<file path="config.mk">
export PLATFORM = sky130hd
export DESIGN_NAME = i2c_regfile_slave
export DESIGN_NICKNAME = d
export VERILOG_FILES = /design/src/rtl/i2cs_pkg.sv /design/src/rtl/i2cs_sync.sv /design/src/rtl/i2cs_regbank.sv /design/src/rtl/i2cs_link.sv /design/src/rtl/i2c_regfile_slave.sv
export SDC_FILE = /design/constraint.sdc
export NUM_CORES = 2
export LEC_CHECK = 0
export BUFFER_PORTS_ARGS = -buffer_cell sky130_fd_sc_hd__clkbuf_2
export CORE_ASPECT_RATIO = 0.6
export CORE_MARGIN = 1.5
export CORE_UTILIZATION = 43
export CTS_CLUSTER_SIZE = 16
export DETAILED_ROUTE_END_ITERATION = 6
export PLACE_DENSITY = 0.65
export SLEW_MARGIN = 20
export SYNTH_ARGS = -nofsm -noshare
export SYNTH_HDL_FRONTEND = slang
export SYNTH_SLANG_ARGS = --single-unit
</file>
<file path="constraint.sdc">
create_clock -name clk -period 4.6 [get_ports clk]
set_input_delay 0.92 -clock clk [delete_from_list [all_inputs] [get_ports clk]]
set_output_delay 0.92 -clock clk [all_outputs]
set_load 0.05 [all_outputs]
</file>
<file path="src/rtl/i2cs_pkg.sv">
package i2cs_pkg;

    localparam int DEV_W  = 7;
    localparam int BYTE_W = 8;
    localparam int IDX_W  = 8;
    localparam int CNT_W  = $clog2(BYTE_W) + 1;

    typedef enum logic [2:0] {
        L_IDLE,
        L_ADDR,
        L_AACK,
        L_RX,
        L_WACK,
        L_TX,
        L_MACK,
        L_SKIP
    } lstate_e;

    typedef struct packed {
        lstate_e             state;
        logic [CNT_W-1:0]    cnt;
        logic [BYTE_W-1:0]   shreg;
        logic [IDX_W-1:0]    ptr;
        logic                idx_pend;
        logic                rnw;
        logic                m_nack;
        logic                oe;
        logic                wstb;
        logic [IDX_W-1:0]    waddr;
        logic [BYTE_W-1:0]   wdata;
    } link_s;

endpackage

</file>
<file path="src/rtl/i2cs_sync.sv">
module i2cs_sync #(
    parameter int WIDTH  = 2,
    parameter int STAGES = 2
) (
    input  logic             clk,
    input  logic             rst_n,
    input  logic [WIDTH-1:0] async_i,
    output logic [WIDTH-1:0] sync_o,
    output logic [WIDTH-1:0] prev_o
);
    localparam int PIPE_W = STAGES + 1;

    for (genvar g = 0; g < WIDTH; g++) begin : g_line
        logic [PIPE_W-1:0] pipe_d, pipe_q;

        always_comb begin
            pipe_d = {pipe_q[PIPE_W-2:0], async_i[g]};
        end

        always_ff @(posedge clk or negedge rst_n) begin
            if (!rst_n) pipe_q <= '1;
            else        pipe_q <= pipe_d;
        end

        assign sync_o[g] = pipe_q[STAGES-1];
        assign prev_o[g] = pipe_q[STAGES];
    end

endmodule

</file>
<file path="src/rtl/i2cs_regbank.sv">
module i2cs_regbank #(
    parameter int AW = 8,
    parameter int DW = 8
) (
    input  logic          clk,
    input  logic          rst_n,
    input  logic          we_i,
    input  logic [AW-1:0] waddr_i,
    input  logic [DW-1:0] wdata_i,
    input  logic [AW-1:0] raddr_a_i,
    output logic [DW-1:0] rdata_a_o,
    input  logic [AW-1:0] raddr_b_i,
    output logic [DW-1:0] rdata_b_o
);
    localparam int DEPTH = 1 << AW;

    logic [DW-1:0] mem_d [DEPTH];
    logic [DW-1:0] mem_q [DEPTH];

    always_comb begin
        mem_d = mem_q;
        if (we_i) mem_d[waddr_i] = wdata_i;
    end

    always_ff @(posedge clk or negedge rst_n) begin
        if (!rst_n) begin
            for (int i = 0; i < DEPTH; i++) mem_q[i] <= '0;
        end else begin
            mem_q <= mem_d;
        end
    end

    assign rdata_a_o = mem_q[raddr_a_i];
    assign rdata_b_o = mem_q[raddr_b_i];

    // a bus store lands in the bank on the next cycle
    assert_store_R5: assert property (@(posedge clk) disable iff (!rst_n)
        we_i |=> mem_q[$past(waddr_i)] == $past(wdata_i));

endmodule

</file>
<file path="src/rtl/i2cs_link.sv">
module i2cs_link
    import i2cs_pkg::*;
#(
    parameter logic [DEV_W-1:0] OWN_ADDR = 7'h2A
) (
    input  logic              clk,
    input  logic              rst_n,
    input  logic              scl_s_i,
    input  logic              scl_p_i,
    input  logic              sda_s_i,
    input  logic              sda_p_i,
    input  logic [BYTE_W-1:0] rd_data_i,
    output logic [IDX_W-1:0]  ptr_o,
    output logic              sda_oe_o,
    output logic              wr_stb_o,
    output logic [IDX_W-1:0]  wr_addr_o,
    output logic [BYTE_W-1:0] wr_data_o
);
    localparam logic [CNT_W-1:0] FULL = CNT_W'(BYTE_W);
    localparam logic [CNT_W-1:0] LAST = CNT_W'(BYTE_W - 1);
    localparam logic [IDX_W-1:0] ONE  = IDX_W'(1);

    link_s q, d;

    logic scl_rise, scl_fall, start_evt, stop_evt;

    assign scl_rise  =  scl_s_i & ~scl_p_i;
    assign scl_fall  = ~scl_s_i &  scl_p_i;
    assign start_evt =  scl_s_i &  scl_p_i &  sda_p_i & ~sda_s_i;
    assign stop_evt  =  scl_s_i &  scl_p_i & ~sda_p_i &  sda_s_i;

    always_comb begin
        d      = q;
        d.wstb = 1'b0;
        if (start_evt) begin
            d.state = L_ADDR;
            d.cnt   = '0;
            d.oe    = 1'b0;
        end else if (stop_evt) begin
            d.state = L_IDLE;
            d.oe    = 1'b0;
        end else begin
            unique case (q.state)
                L_ADDR: begin
                    if (scl_rise && q.cnt < FULL) begin
                        d.shreg = {q.shreg[BYTE_W-2:0], sda_s_i};
                        d.cnt   = q.cnt + 1'b1;
                    end
                    if (scl_fall && q.cnt == FULL) begin
                        if (q.shreg[BYTE_W-1:1] == OWN_ADDR) begin
                            d.state = L_AACK;
                            d.oe    = 1'b1;
                            d.rnw   = q.shreg[0];
                        end else begin
                            d.state = L_SKIP;
                            d.oe    = 1'b0;
                        end
                    end
                end
                L_AACK: begin
                    if (scl_fall) begin
                        d.cnt = '0;
                        if (q.rnw) begin
                            d.state = L_TX;
                            d.shreg = rd_data_i;
                            d.oe    = ~rd_data_i[BYTE_W-1];
                            d.ptr   = q.ptr + ONE;
                        end else begin
                            d.state    = L_RX;
                            d.oe       = 1'b0;
                            d.idx_pend = 1'b1;
                        end
                    end
                end
                L_RX: begin
                    if (scl_rise && q.cnt < FULL) begin
                        d.shreg = {q.shreg[BYTE_W-2:0], sda_s_i};
                        d.cnt   = q.cnt + 1'b1;
                    end
                    if (scl_fall && q.cnt == FULL) begin
                        if (q.idx_pend) begin
                            d.ptr      = q.shreg;
                            d.idx_pend = 1'b0;
                        end else begin
                            d.wstb  = 1'b1;
                            d.waddr = q.ptr;
                            d.wdata = q.shreg;
                            d.ptr   = q.ptr + ONE;
                        end
                        d.oe    = 1'b1;
                        d.state = L_WACK;
                    end
                end
                L_WACK: begin
                    if (scl_fall) begin
                        d.oe    = 1'b0;
                        d.cnt   = '0;
                        d.state = L_RX;
                    end
                end
                L_TX: begin
                    if (scl_fall) begin
                        if (q.cnt == LAST) begin
                            d.oe    = 1'b0;
                            d.cnt   = '0;
                            d.state = L_MACK;
                        end else begin
                            d.cnt   = q.cnt + 1'b1;
                            d.shreg = {q.shreg[BYTE_W-2:0], 1'b0};
                            d.oe    = ~q.shreg[BYTE_W-2];
                        end
                    end
                end
                L_MACK: begin
                    if (scl_rise) d.m_nack = sda_s_i;
                    if (scl_fall) begin
                        if (!q.m_nack) begin
                            d.state = L_TX;
                            d.shreg = rd_data_i;
                            d.oe    = ~rd_data_i[BYTE_W-1];
                            d.ptr   = q.ptr + ONE;
                            d.cnt   = '0;
                        end else begin
                            d.state = L_SKIP;
                            d.oe    = 1'b0;
                        end
                    end
                end
                default: ;
            endcase
        end
    end

    always_ff @(posedge clk or negedge rst_n) begin
        if (!rst_n) begin
            q       <= '0;
            q.state <= L_IDLE;
        end else begin
            q <= d;
        end
    end

    assign ptr_o     = q.ptr;
    assign sda_oe_o  = q.oe;
    assign wr_stb_o  = q.wstb;
    assign wr_addr_o = q.waddr;
    assign wr_data_o = q.wdata;

    // the enable moves only after a seen clock fall (or a bus reset event)
    assert_oe_after_fall_R11: assert property (@(posedge clk) disable iff (!rst_n)
        (q.oe != $past(q.oe)) |-> ($past(scl_fall) || $past(start_evt) || $past(stop_evt)));

    // a non-matching access never drives the line
    assert_skip_quiet_R3: assert property (@(posedge clk) disable iff (!rst_n)
        (q.state == L_SKIP) |-> !q.oe);

    // a start re-arms the address byte
    assert_start_rearm_R1: assert property (@(posedge clk) disable iff (!rst_n)
        $past(start_evt) |-> (q.state == L_ADDR && q.cnt == '0 && !q.oe));

    // the store strobe lasts one cycle
    assert_single_strobe_R5: assert property (@(posedge clk) disable iff (!rst_n)
        q.wstb |=> !q.wstb);

    // storing at the top index wraps the pointer
    assert_ptr_wrap_R9: assert property (@(posedge clk) disable iff (!rst_n)
        (q.wstb && q.waddr == '1) |-> (q.ptr == '0));

    // the index byte never raises a store
    assert_index_no_store_R10: assert property (@(posedge clk) disable iff (!rst_n)
        ($past(q.state) == L_RX && $past(q.idx_pend) && q.state == L_WACK) |-> !q.wstb);

    // after a master not-acknowledge the line is released
    assert_nack_release_R8: assert property (@(posedge clk) disable iff (!rst_n)
        ($past(q.state) == L_MACK && $past(q.m_nack) && q.state == L_SKIP) |-> !q.oe);

endmodule

</file>
<file path="src/rtl/i2c_regfile_slave.sv">
module i2c_regfile_slave
    import i2cs_pkg::*;
#(
    parameter logic [DEV_W-1:0] OWN_ADDR    = 7'h2A,
    parameter int               SYNC_STAGES = 2
) (
    input  logic              clk,
    input  logic              rst_n,
    input  logic              scl_i,
    input  logic              sda_i,
    output logic              sda_oe_o,
    input  logic [IDX_W-1:0]  loc_addr_i,
    output logic [BYTE_W-1:0] loc_data_o,
    output logic              wr_stb_o,
    output logic [IDX_W-1:0]  wr_addr_o,
    output logic [BYTE_W-1:0] wr_data_o
);
    localparam int LINES = 2;
    localparam int SCL_B = 0;
    localparam int SDA_B = 1;

    logic [LINES-1:0]  line_s, line_p;
    logic [IDX_W-1:0]  ptr;
    logic [BYTE_W-1:0] tx_byte;

    i2cs_sync #(.WIDTH(LINES), .STAGES(SYNC_STAGES)) u_sync (
        .clk     (clk),
        .rst_n   (rst_n),
        .async_i ({sda_i, scl_i}),
        .sync_o  (line_s),
        .prev_o  (line_p)
    );

    i2cs_link #(.OWN_ADDR(OWN_ADDR)) u_link (
        .clk       (clk),
        .rst_n     (rst_n),
        .scl_s_i   (line_s[SCL_B]),
        .scl_p_i   (line_p[SCL_B]),
        .sda_s_i   (line_s[SDA_B]),
        .sda_p_i   (line_p[SDA_B]),
        .rd_data_i (tx_byte),
        .ptr_o     (ptr),
        .sda_oe_o  (sda_oe_o),
        .wr_stb_o  (wr_stb_o),
        .wr_addr_o (wr_addr_o),
        .wr_data_o (wr_data_o)
    );

    i2cs_regbank #(.AW(IDX_W), .DW(BYTE_W)) u_bank (
        .clk       (clk),
        .rst_n     (rst_n),
        .we_i      (wr_stb_o),
        .waddr_i   (wr_addr_o),
        .wdata_i   (wr_data_o),
        .raddr_a_i (ptr),
        .rdata_a_o (tx_byte),
        .raddr_b_i (loc_addr_i),
        .rdata_b_o (loc_data_o)
    );

endmodule

</file>
## Word-level counts from Yosys, hierarchy flattened

Cells that the tools add are included.

| operators by class | value |
|---|---|
| add/subtract/negate cells | 2 |
| order comparisons | 5 |
| equality and inequality tests | 31 |
| multiplexer cells | 56 |
| bitwise operators | 19 |
| reductions and logical operators | 18 |

Operators with widths:

| kind | count |
|---|---|
| bitwise mux 2048 bit | 1 |
| binary-select mux 8 bit (select 8 bit) | 2 |
| 2-to-1 mux 17 bit | 4 |
| demux 8 bit (select 8 bit) | 1 |
| 2-to-1 mux 8 bit | 7 |
| 2-to-1 mux 23 bit | 2 |
| case mux 7 bit (6 select lines) | 1 |
| case mux 8 bit (4 select lines) | 1 |
| != test 4 x 1 -> 1 bit, second input constant | 7 |
| greater-or-equal comparator 9 bit, second input constant | 3 |
| inverter 8 -> 9 bit | 3 |
| 2-to-1 mux 24 bit | 1 |
| case mux 8 bit (3 select lines) | 1 |
| 2-to-1 mux 20 bit | 1 |
| 2-to-1 mux 18 bit | 1 |
| 2-to-1 mux 3 bit | 6 |
| 2-to-1 mux 1 bit | 17 |
| 2-to-1 mux 16 bit | 1 |
| AND reduction 8 bit | 2 |
| 2-to-1 mux 15 bit | 1 |
| 2-to-1 mux 7 bit | 2 |
| != test 2 x 1 -> 1 bit, second input constant | 7 |
| AND reduction 7 bit | 2 |
| 2-to-1 mux 12 bit | 1 |
| 31 further kinds | 56 |

| storage, ports and cells | value |
|---|---|
| bits in registers | 2098 |
| bits of input ports | 12 |
| output and inout bits | 26 |
| word-level logic and storage cells | 400 |

## Longest topological paths before layout

| depth | value |
|---|---|
| depth in word-level cells | 10 |
| gate-level depth with buffers | 13 |
| mapped depth without buffers | 8 |

## Cells and area by module

Synthesis repeated with hierarchy kept, for this count alone.

| unflattened totals | value |
|---|---|
| cells, all modules | 7706 |
| area total of the unflattened synthesis | 112222.6 um^2 |

By module, submodules not included:

| module | times used | cells each | area an instance (um^2) | sequential area each (um^2) |
|---|---|---|---|---|
| i2cs_regbank | 1 | 7427 | 109357.4 | 51249.2 |
| i2cs_link | 1 | 269 | 2677.6 | 1101.1 |
| i2cs_sync | 1 | 10 | 187.7 | 157.7 |

## Worst setup path before layout

OpenSTA, ideal clock, no wires.

| timing | value |
|---|---|
| path kind | input to output |
| start point | input port loc_addr_i[0] |
| end point | output port loc_data_o[2] |
| arrival time | 3.762 ns |
| data required time | 3.680 ns |
| slack | -0.082 ns |
| cell stages on the path | 9 |
| buffers on the path | 3 |
| cells stage by stage | buf_2 > clkbuf_1 > buf_1 > mux4_2 > mux4_2 > a22oi_1 > nand2_1 > a22oi_1 > o221ai_1 |

| on the way | value |
|---|---|
| word-level cells in the longest chain between the ends | 4 |

RTL lines:

| element | RTL line | RTL |
|---|---|---|
| start, declared | i2c_regfile_slave.sv:12 | `input logic [IDX_W-1:0] loc_addr_i,` |
| inverter 8 -> 9 bit (not written as such) | i2cs_regbank.sv:34 | `assign rdata_b_o = mem_q[raddr_b_i];` |
| binary-select mux 8 bit (select 8 bit) | i2cs_regbank.sv:34 |  |
| 2-to-1 mux 8 bit (not written as such) (2 in series) | i2cs_regbank.sv:34 |  |
| end, declared | i2c_regfile_slave.sv:13 | `output logic [BYTE_W-1:0] loc_data_o,` |

No other way between the ends. The select of a mux whose other input is x is not followed.

## Worst setup path after layout

| timing | value |
|---|---|
| start point | input port loc_addr_i[0] |
| end point | output port loc_data_o[1] |

The elaborated chain is that of the path after synthesis.

==> run_results.csv <==
group,metric,value,unit
drt,ant_nets,0,
finish,fin_util,48.8,%
finish,drive_gt1_share,57.8,%
grt,busiest_layer,"met1",
finish,nets,7268,
pwr,powerDensity,300,mW/mm^2
grt,grt_usage,28.8,%
placed_design,gp_congestion,0.940,
finish,layout_commonest_cell,"mux2_2",
setup_path,r2r_start,"u_link.ptr_o[0]",
floorplan,io_pins,38,
placed_design,portBuffers,37,
drt,drt_iter0_markers,10342,
drt,viasPerCell,6.80,
outcome,violations,"design-rule violations, negative setup slack",
synthesis,netlist-cell-type-count,74,
clock_tree,cts.sinks,2098,
sta,fmax,0.205,GHz
floorplan,dieArea,0.264,sq mm
floorplan,core,0.260,sq mm
grt,grt_max_degree,155,
drt,num_vias,73864,
drt,routedWlPerCell,35.4,microns
synthesis,synth_ff_type,"dfrtp_1",
setup_path,slowest_stage,"mux4_2",
drt,drc,8,
clock_tree,clkTransAtPathRegs,0.07,ns
synthesis,synth_edf_count,0,
synthesis,async_reset_ff_share,100,%
finish,area_delta_synth_final,13.0,%
floorplan,die_w,663,microns
clock_tree,cts_buffers,201,
sta,min_period,4.89,ns
floorplan,start_util,43.2,%
synthesis,synth_seq_cells,2098,
grt,use_met2,38.1,%
sta,hold_slack,0.0725,ns
grt,grt_pass1_vias,73022,
setup_path,crit_fanout,8,
synthesis,synth_nets,7132,
floorplan,rows,145,
setup_path,crit_buf_inv,5,
flow_run,cap_violations,0,
setup_path,cp_top_family,"multiplexers",
sta,timing.slew.headroom,15.3,%
synthesis,netlist_instances,7117,
finish,final_cell_mix,"mux2_2 (2079), dfrtp_1 (2078), mux4_2 (1182)",
drt,drt_first_pass_iters,7,
clock_tree,h-tree-depth,4,
synthesis,yosys_warnings,0,
setup_path,slowest_delay,0.54,ns
placed_design,dp_hpwl,264,mm
clock_tree,cts_root_buf,"clkbuf_16",
sta,tightestPinTransition,1.26,ns
clock_tree,clock_latency,0.90,ns
setup_path,critPathLaunchType,"primary input",
setup_path,crit_chain,"buf_16, buf_16, buf_12, mux4_2, mux4_2, a22oi_2, nand2_2, a22oi_2, buf_4, o221ai_4, buf_8",
sta,min_period_over_period,106,%
floorplan,die_y,399,microns
setup_path,required,3.68,ns
grt,grt_use_met3,11.7,%
synthesis,syn_area_per_cell,15.8,sq um
sta,grt_setup_unrepaired,"true",
grt,grt_pass1_wl,555,mm
setup_path,rrSetupSlack,0.38,ns
hold_path,hp-class,"primary input to async pin",
sta,skew,0.0460,ns
setup_path,end_kind,"output port",
setup_path,rr_worst_depth,7,
setup_path,critical_path_class,"primary input to output port",
sta,setup_viol,8,
synthesis,seq_area_frac_synth,46.7,%
clock_tree,cts_tree,"built",
sta,fin_ws,-0.290,ns
synthesis,synth_area,0.112,sq mm
sta,final_hold_viol_count,0,
grt,grt_overflow,0,
sta,drv_slew,0,
grt,grt_use_met1,43.2,%
clock_tree,clockBufferDepth,4,
drt,postRouteWirelength,384,mm
pwr,leakage,0.0569,uW
setup_path,reg2reg_to,"u_link.q[29]",
outcome,outcome,"complete, but fails checks",
setup_path,cp.arrival,3.97,ns
grt,grt_antenna_before_repair,24,
pwr,vdd_ir_drop_max,0.000295,V
==> flip-flops by register name, indices dropped and copies added, names as in the netlist <==
register              flops
u_sync.g_line.pipe_q      6
u_link.wr_stb_o           1
u_link.wr_data_o          8
u_bank.mem_q           2048
u_link.wr_addr_o          8
u_link.sda_oe_o           1
u_link.q                 18
u_link.ptr_o              8
==> cell type report <==
| class | instances | area (sq um) |
|---|---|---|
| Fill cell | 21681 | 133000 |
| Multi-Input combinational cell | 4355 | 57200 |
| Sequential cell | 2098 | 52600 |
| Timing Repair Buffer | 587 | 6310 |
| Clock buffer | 285 | 5790 |
| Tap cell | 3454 | 4320 |
| Clock inverter | 62 | 687 |
| Inverter | 10 | 40.0 |
| Antenna cell | 10 | 25.0 |
==> power by group <==
part | total (uW) | internal, uW | switching, uW
clock | 17100 | 9510 | 7590
combinational | 2420 | 943 | 1470
sequential | 18600 | 18500 | 130
total | 38100 | 28900 | 9190
==> cells by family after synthesis <==
group	share of synthesized area (%)
compound gates	2.05
xor+xnor	0.00780
fa+ha+maj	0.0334
buf+inv	2.78
flops	46.7
mux	45.7
simple gates	2.64
==> worst max path at each step <==
stage,slack (ns),cells past startpoint,end,from
after floorplan,-0.03,8,loc_data_o[2],loc_addr_i[0]
after global placement,-1.14,12,loc_data_o[1],loc_addr_i[0]
after detailed placement,-1.04,12,loc_data_o[1],loc_addr_i[0]
after CTS,-0.19,11,loc_data_o[1],loc_addr_i[0]
after global routing,-0.29,11,loc_data_o[1],loc_addr_i[0]
final,-0.29,11,loc_data_o[1],loc_addr_i[0]
==> routing by layer <==
metal / routed length [microns] / vias up
met5: 260 / -
met4: 11600 / 24
met3: 54000 / 688
met2: 154000 / 4481
met1: 164000 / 40426
li1: - / 28245
==> metrics by stage <==
stage	total power (uW)	worst slack [ns]	TNS, ns	instances	area [sq um]
after floorplan	20200	-0.0289	-0.0289	7117	112000
after global routing	39200	-0.288	-1.37	10853	127000
final	38100	-0.290	-1.23	10861	127000
after global placement	21300	-1.14	-5.05	10450	119000
after detailed placement	21300	-1.04	-4.67	10450	119000
after CTS	38200	-0.188	-1.20	10822	126000
==> worst reg2reg max path, delay by kind of cell (launching register included) <==
kind | cells | cell delay (ns)
AO/OA/AOI/OAI | 4 | 1.82
multiplexers | 2 | 1.05
buffers and inverters | 1 | 0.32
flip-flops | 1 | 0.89
==> synth_stat cells, drive strengths merged, types with 41 or more instances <==
master,instances,share of area [%]
nor2,136,0.45
nor2b,41,0.23
mux2,2079,21
o21ai,52,0.23
a22oi,60,0.40
a21oi,41,0.18
mux2i,111,0.99
clkbuf,415,1.4
nand3,47,0.21
mux4,1191,24
nand2,273,0.91
buf,239,1.4
dfrtp,2092,47
==> repair_timing <==
action	in CTS	in global routing
gates resized for setup	93	54
hold buffers	0	0
gates cloned	7	3
setup endpoints to repair	8	8
pin swaps	13	17
setup buffers	19	29
(Power assumes the default switching activity.)
